===== src/rtl/mmu_fault_pkg.sv =====
package mmu_fault_pkg;

  typedef enum logic [1:0] {
    MAP_SECTION = 2'b00,
    MAP_LARGE   = 2'b01,
    MAP_SMALL   = 2'b10,
    MAP_TINY    = 2'b11
  } mapKind_e;

  localparam logic [3:0] FC_NONE       = 4'b0000;
  localparam logic [3:0] FC_ALIGN      = 4'b0001;
  localparam logic [3:0] FC_TRANS_SEC  = 4'b0101;
  localparam logic [3:0] FC_TRANS_PAGE = 4'b0111;
  localparam logic [3:0] FC_DOM_SEC    = 4'b1001;
  localparam logic [3:0] FC_DOM_PAGE   = 4'b1011;
  localparam logic [3:0] FC_PERM_SEC   = 4'b1101;
  localparam logic [3:0] FC_PERM_PAGE  = 4'b1111;

  typedef struct packed {
    logic       fire;       // faulting access this cycle
    logic       loadRecord; // data-side fault: load status/address
    logic       useDomain;  // record the mapping's domain number
    logic [3:0] code;       // fault code
  } ctrlStrobe_t;

endpackage


===== src/rtl/mmu_fault_ctrl.sv =====
module mmu_fault_ctrl
  import mmu_fault_pkg::*;
(
  input  logic        clk,
  input  logic        rstN,
  input  logic        accValid,
  input  logic        accIsFetch,
  input  logic        accUser,
  input  logic        accWrite,
  input  logic        mmuEnable,
  input  logic        mapValid,
  input  logic [1:0]  kind,
  input  logic        misaligned,
  input  logic [1:0]  selPerm,
  input  logic [1:0]  domField,
  output ctrlStrobe_t strobe,
  output logic        abortValid,
  output logic [3:0]  abortCode
);
  logic       isPage;
  logic       permOk;
  logic [3:0] code;
  logic       useDom;

  assign isPage = (mapKind_e'(kind) != MAP_SECTION);

  always_comb begin
    case (selPerm)
      2'b00:   permOk = 1'b0;
      2'b01:   permOk = !accUser;
      2'b10:   permOk = !accUser || !accWrite;
      default: permOk = 1'b1;
    endcase
  end

  // Fixed priority: alignment, translation, domain, permission.
  always_comb begin
    code   = FC_NONE;
    useDom = 1'b0;
    if (misaligned) begin
      code = FC_ALIGN;
    end else if (mmuEnable) begin
      if (!mapValid) begin
        code = isPage ? FC_TRANS_PAGE : FC_TRANS_SEC;
      end else if (domField == 2'b00 || domField == 2'b10) begin
        code   = isPage ? FC_DOM_PAGE : FC_DOM_SEC;
        useDom = 1'b1;
      end else if (domField == 2'b01 && !permOk) begin
        code   = isPage ? FC_PERM_PAGE : FC_PERM_SEC;
        useDom = 1'b1;
      end
    end
  end

  always_comb begin
    strobe.fire       = accValid && (code != FC_NONE);
    strobe.loadRecord = accValid && (code != FC_NONE) && !accIsFetch;
    strobe.useDomain  = useDom;
    strobe.code       = code;
  end

  always_ff @(posedge clk) begin
    if (!rstN) begin
      abortValid <= 1'b0;
      abortCode  <= FC_NONE;
    end else begin
      abortValid <= strobe.fire;
      abortCode  <= strobe.fire ? code : FC_NONE;
    end
  end

  p_align_first_r1: assert property (@(posedge clk) disable iff (!rstN)
    accValid && misaligned |=> abortValid && abortCode == FC_ALIGN);

  p_off_no_xlate_r2: assert property (@(posedge clk) disable iff (!rstN)
    accValid && !mmuEnable && !misaligned |=> !abortValid);

  p_manager_pass_r5: assert property (@(posedge clk) disable iff (!rstN)
    accValid && mmuEnable && mapValid && !misaligned && domField == 2'b11 |=> !abortValid);

  p_abort_needs_access_r8: assert property (@(posedge clk) disable iff (!rstN)
    abortValid |-> $past(accValid));

  p_code_zero_idle_r8: assert property (@(posedge clk) disable iff (!rstN)
    !abortValid |-> abortCode == FC_NONE);

endmodule


===== config.mk =====
export PLATFORM = sky130hd
export DESIGN_NAME = mmu_fault_ctrl
export DESIGN_NICKNAME = d
export VERILOG_FILES = /design/src/rtl/mmu_fault_pkg.sv /design/src/rtl/mmu_fault_ctrl.sv
export SDC_FILE = /design/constraint.sdc
export NUM_CORES = 1
export LEC_CHECK = 0
export ABC_AREA = 1
export ABC_CLOCK_PERIOD_IN_PS = 1450
export BUFFER_PORTS_ARGS = -buffer_cell sky130_fd_sc_hd__buf_2
export CAP_MARGIN = 5
export CORE_AREA = 4 4 41 43
export DETAILED_ROUTE_END_ITERATION = 8
export DIE_AREA = 0 0 45 47
export SKIP_CTS_REPAIR_TIMING = 1
export SLEW_MARGIN = 0
export SYNTH_ARGS = -nofsm -noshare
export SYNTH_HDL_FRONTEND = slang
export SYNTH_SLANG_ARGS = --single-unit

===== constraint.sdc =====
create_clock -name clk -period 1.45 [get_ports clk]
set_input_delay 0.29 -clock clk [delete_from_list [all_inputs] [get_ports clk]]
set_output_delay 0.29 -clock clk [all_outputs]
set_load 0.01 [all_outputs]

Yosys cells after proc, flatten, opt, wreduce, memory -nomap -nowiden
Index checks and enable logic that the tools add are counted.
- register bits after elaboration: 5
- logic and storage cells: 34
- eq/ne operators: 4
- mux-type cells: 14
- reductions and logical operators: 14
- operator list (cell ; count):
    4-bit two-way mux ; 5
    2-bit two-way mux ; 3
    1-bit two-way mux ; 5
    2-bit by 1-bit == test with 1-bit output, second input constant ; 2
    2-bit == test, second input constant ; 2
    1-bit logical NOT ; 4
    2-bit logical NOT ; 2
    4-bit nonzero test ; 1
    1-bit logical AND ; 3
    1-bit case mux with 3 select lines ; 1
    1-bit logical OR ; 2
    2-bit AND reduction ; 1
    2-bit nonzero test ; 1

Logic depth before layout (Yosys ltp)
- word-level depth: 13
- mapped depth: 9

Worst setup path before layout
No wires, ideal clock.
- path type: input to output
- start point: in selPerm[1]
- end point: out strobe[5] in the netlist's numbering
- arrival: 987 ps
- required time: 1160 ps
- slack: 173 ps
- stages: 9
- cell sequence: inv_1 > nand2_1 > nand2_1 > nand3_2 > nand3_1 > nand2_1 > nand2_2 > nand2_1 > nor2_1
- RTL lines (element ; line ; text):
    start, declared ; mmu_fault_ctrl.sv:14 ; input logic [1:0] selPerm,
    end, declared ; mmu_fault_ctrl.sv:16 ; output ctrlStrobe_t strobe,

==> qor.json <==
{
  "crit_family": {"value": "simple AND/OR/NAND/NOR gates"},
  "pin_count": {"value": 27},
  "antenna_left": {"value": 0},
  "vias_per_cell": {"value": 3.70},
  "timing.critical_path.from_type": {"value": "input port"},
  "slowest_delay": {"value": 0.13, "unit": "ns"},
  "timing.final.setup_violations": {"value": 0},
  "die_area": {"value": 2120, "unit": "sq um"},
  "yosys_register_bits": {"value": 5},
  "io_buffer_count": {"value": 26},
  "sw_frac_of_total": {"value": 25.0, "unit": "%"},
  "placeableCoreArea": {"value": 1300, "unit": "sq um"},
  "pwr-share-clk": {"value": 40.8, "unit": "%"},
  "timing.critical_path.to_type": {"value": "output port"},
  "ys_warn_count": {"value": 0},
  "synth_cell_type_count": {"value": 12},
  "fmax": {"value": 715, "unit": "MHz"},
  "most-common-layout-cells": {"value": "buf_2, inv_1, nand2_1"},
  "post_route_cells_drive_above_1_share": {"value": 63.2, "unit": "%"},
  "number_of_antenna_violations_at_the_first_check_in_global_routing": {"value": 0},
  "cts_inserted_buffers": {"value": 3},
  "finalCritPeriodShare": {"value": 96.5, "unit": "%"},
  "worst_slew_margin_rel": {"value": 89.1, "unit": "%"},
  "timing.setup.tns": {"value": 0, "unit": "ns"},
  "std_cell_rows": {"value": 13},
  "comb_power_share": {"value": 21.7, "unit": "%"},
  "use_met1": {"value": 6.36, "unit": "%"},
  "status": {"value": "complete, no violations"},
  "synth-seq-area-share": {"value": 37.4, "unit": "%"},
  "cellPowerDensity": {"value": 820, "unit": "nW/um^2"},
  "p_sw": {"value": 0.0953, "unit": "mW"},
  "detail_route.wirelength": {"value": 635, "unit": "um"},
  "globalRouteTotalUtil": {"value": 6.24, "unit": "%"},
  "worst_vdd_drop": {"value": 0.000179, "unit": "V"},
  "worstPathRequired": {"value": 1.16, "unit": "ns"},
  "firstDrtPassIters": {"value": 4},
  "sequence_of_cells_on_the_critical_path": {"value": "buf_6 -> inv_2 -> nand2_1 -> nand2_1 -> nand3_2 -> nand3_2 -> nand2_2 -> nand2_2 -> nand2_2 -> nor2_1 -> buf_2"},
  "cpMaxStageDelayCell": {"value": "buf_2"},
  "period_needed": {"value": 1.40, "unit": "ns"},
  "tightestPinTransition": {"value": 0.163, "unit": "ns"},
  "use_met3": {"value": 2.68, "unit": "%"},
  "timing_worst_setup_path_type": {"value": "input port to output port"},
  "fin_util": {"value": 35.8, "unit": "%"},
  "setup_repair_after_global_routing_missed_its_margin": {"value": "yes"},
  "gr-max-usage-layer": {"value": "met2"},
  "h-tree-depth": {"value": 1},
  "internal-power": {"value": 0.287, "unit": "mW"},
  "max_cap_violations": {"value": 0},
  "worst-path-buf-inv": {"value": 3},
  "root_buffer": {"value": "clkbuf_4"},
  "first_global_vias": {"value": 222},
  "design.final.nets": {"value": 84},
  "syn-instance-count": {"value": 38},
  "grt_start_max_net_pins": {"value": 6},
  "cts_tree": {"value": "built"},
  "finalHoldViolations": {"value": 0},
  "avg_synthesized_cell_area": {"value": 7.05, "unit": "sq um"},
  "place.detailed.hpwl": {"value": 557, "unit": "um"},
  "sequentialPowerShare": {"value": 37.4, "unit": "%"},
  "initial_core_util": {"value": 20.6, "unit": "%"},
  "die_height": {"value": 47, "unit": "um"},
  "routedWlPerCell": {"value": 7.65, "unit": "um"},
  "area_growth_syn_to_layout": {"value": 73.8, "unit": "%"},
  "clock_tree.buffer_depth": {"value": 2},
  "vias": {"value": 307},
  "clock_input_transition_at_the_sequential_cells_of_the_worst_setup_and_hold_paths": {"value": 0.04, "unit": "ns"},
  "grt_pass1_wl": {"value": 883, "unit": "um"},
  "gp_congestion": {"value": 0.732},
  "p_leak": {"value": 0.303, "unit": "nW"},
  "grt_overflow": {"value": 0},
  "post_synth_instance_area": {"value": 268, "unit": "sq um"},
  "drv_slew": {"value": 0},
  "cts_sinks": {"value": 5},
  "drtIter0Drc": {"value": 11},
  "die_w": {"value": 45, "unit": "um"},
  "postSynthNetCount": {"value": 53},
  "global_route.usage.met2": {"value": 9.04, "unit": "%"},
  "hp-class": {"value": "input port to register"},
  "critical_path_peak_fanout": {"value": 3},
  "layout.cells.most_common": {"value": "buf_2"},
  "crit_top_cell": {"value": "nand2_2"},
  "fill_cells": {"value": 152},
  "worstPathArrival": {"value": 1.11, "unit": "ns"},
  "post-route-drc-count": {"value": 0},
  "antenna-diode-count": {"value": 0}
}
-- per-stage QoR --
stage               cells  power, mW  setup slack (ns)  cell area [sq um]  hold slack [ns]
global placement       79      0.222            0.0649                417            0.592
CTS                    83      0.384            0.0447                443            0.346
floorplan              38      0.183             0.173                268            0.451
finish                 83      0.382            0.0511                465            0.346
global route           83      0.409           -0.0292                465            0.357
detailed placement     79      0.223            0.0455                417            0.598
-- registers in the layout (all words and copies together), names as in the netlist --
| name | cells |
|---|---|
| abortCode | 4 |
| abortValid | 1 |
-- kinds of logic (layout without fill, tap and decap cells) --
family,after synthesis,after routing,share of synthesized area (%)
AND/OR/NAND/NOR,20,20,42.5
flip-flops,5,5,37.4
buffers and inverters,12,42,18.2
AO/OA/AOI/OAI,1,1,1.87
-- synthesized netlist by cell type --
library cell | instances | area, sq um
buf_4 | 1 | 7.51
a21oi_1 | 1 | 5.00
nor2_2 | 4 | 25.0
inv_1 | 11 | 41.3
nand2_1 | 8 | 30.0
nor2_1 | 1 | 3.75
nand3_2 | 1 | 10.0
nand2_2 | 1 | 6.26
nand3_1 | 3 | 15.0
nand3_4 | 1 | 17.5
dfxtp_1 | 5 | 100
or2_2 | 1 | 6.26
-- layout make-up --
type / count / area [sq um] / share of cell area (%)
sequential: 5 / 100 / 21.5
multi-input combinational: 21 / 129 / 27.7
inverter: 11 / 41.3 / 8.87
clock buffer: 4 / 26.3 / 5.65
timing repair buffer: 27 / 150 / 32.3
tap: 15 / 18.8 / 4.03
-- tightest hold or removal path, delay by kind of cell --
| kind | cells | cell delay (ns) |
|---|---|---|
| buffers and inverters | 2 | 0.16 |
| AND/OR/NAND/NOR | 1 | 0.10 |
-- path summary, 6_finish.rpt --
path  slack, ns        from  depth (start not counted)           end
min        0.35        rstN                          3  abortCode[0]
max        0.05  selPerm[1]                         11     strobe[5]
-- power by group through the flow --
stage / logic (mW) / registers (mW) / clock network [mW]
global placement: 0.0763 / 0.145 / 0
CTS: 0.0777 / 0.143 / 0.163
detailed placement: 0.0775 / 0.145 / 0
global route: 0.0923 / 0.143 / 0.174
finish: 0.0830 / 0.143 / 0.156
floorplan: 0.0354 / 0.148 / 0
-- layer usage --
metal  share of wire [%]  wire (um)
met3                  15         96
met1                  34        215
met4                   0          0
met5                   0          0
met2                  51        323
No activity file was read; power rests on OpenSTA's default activity.
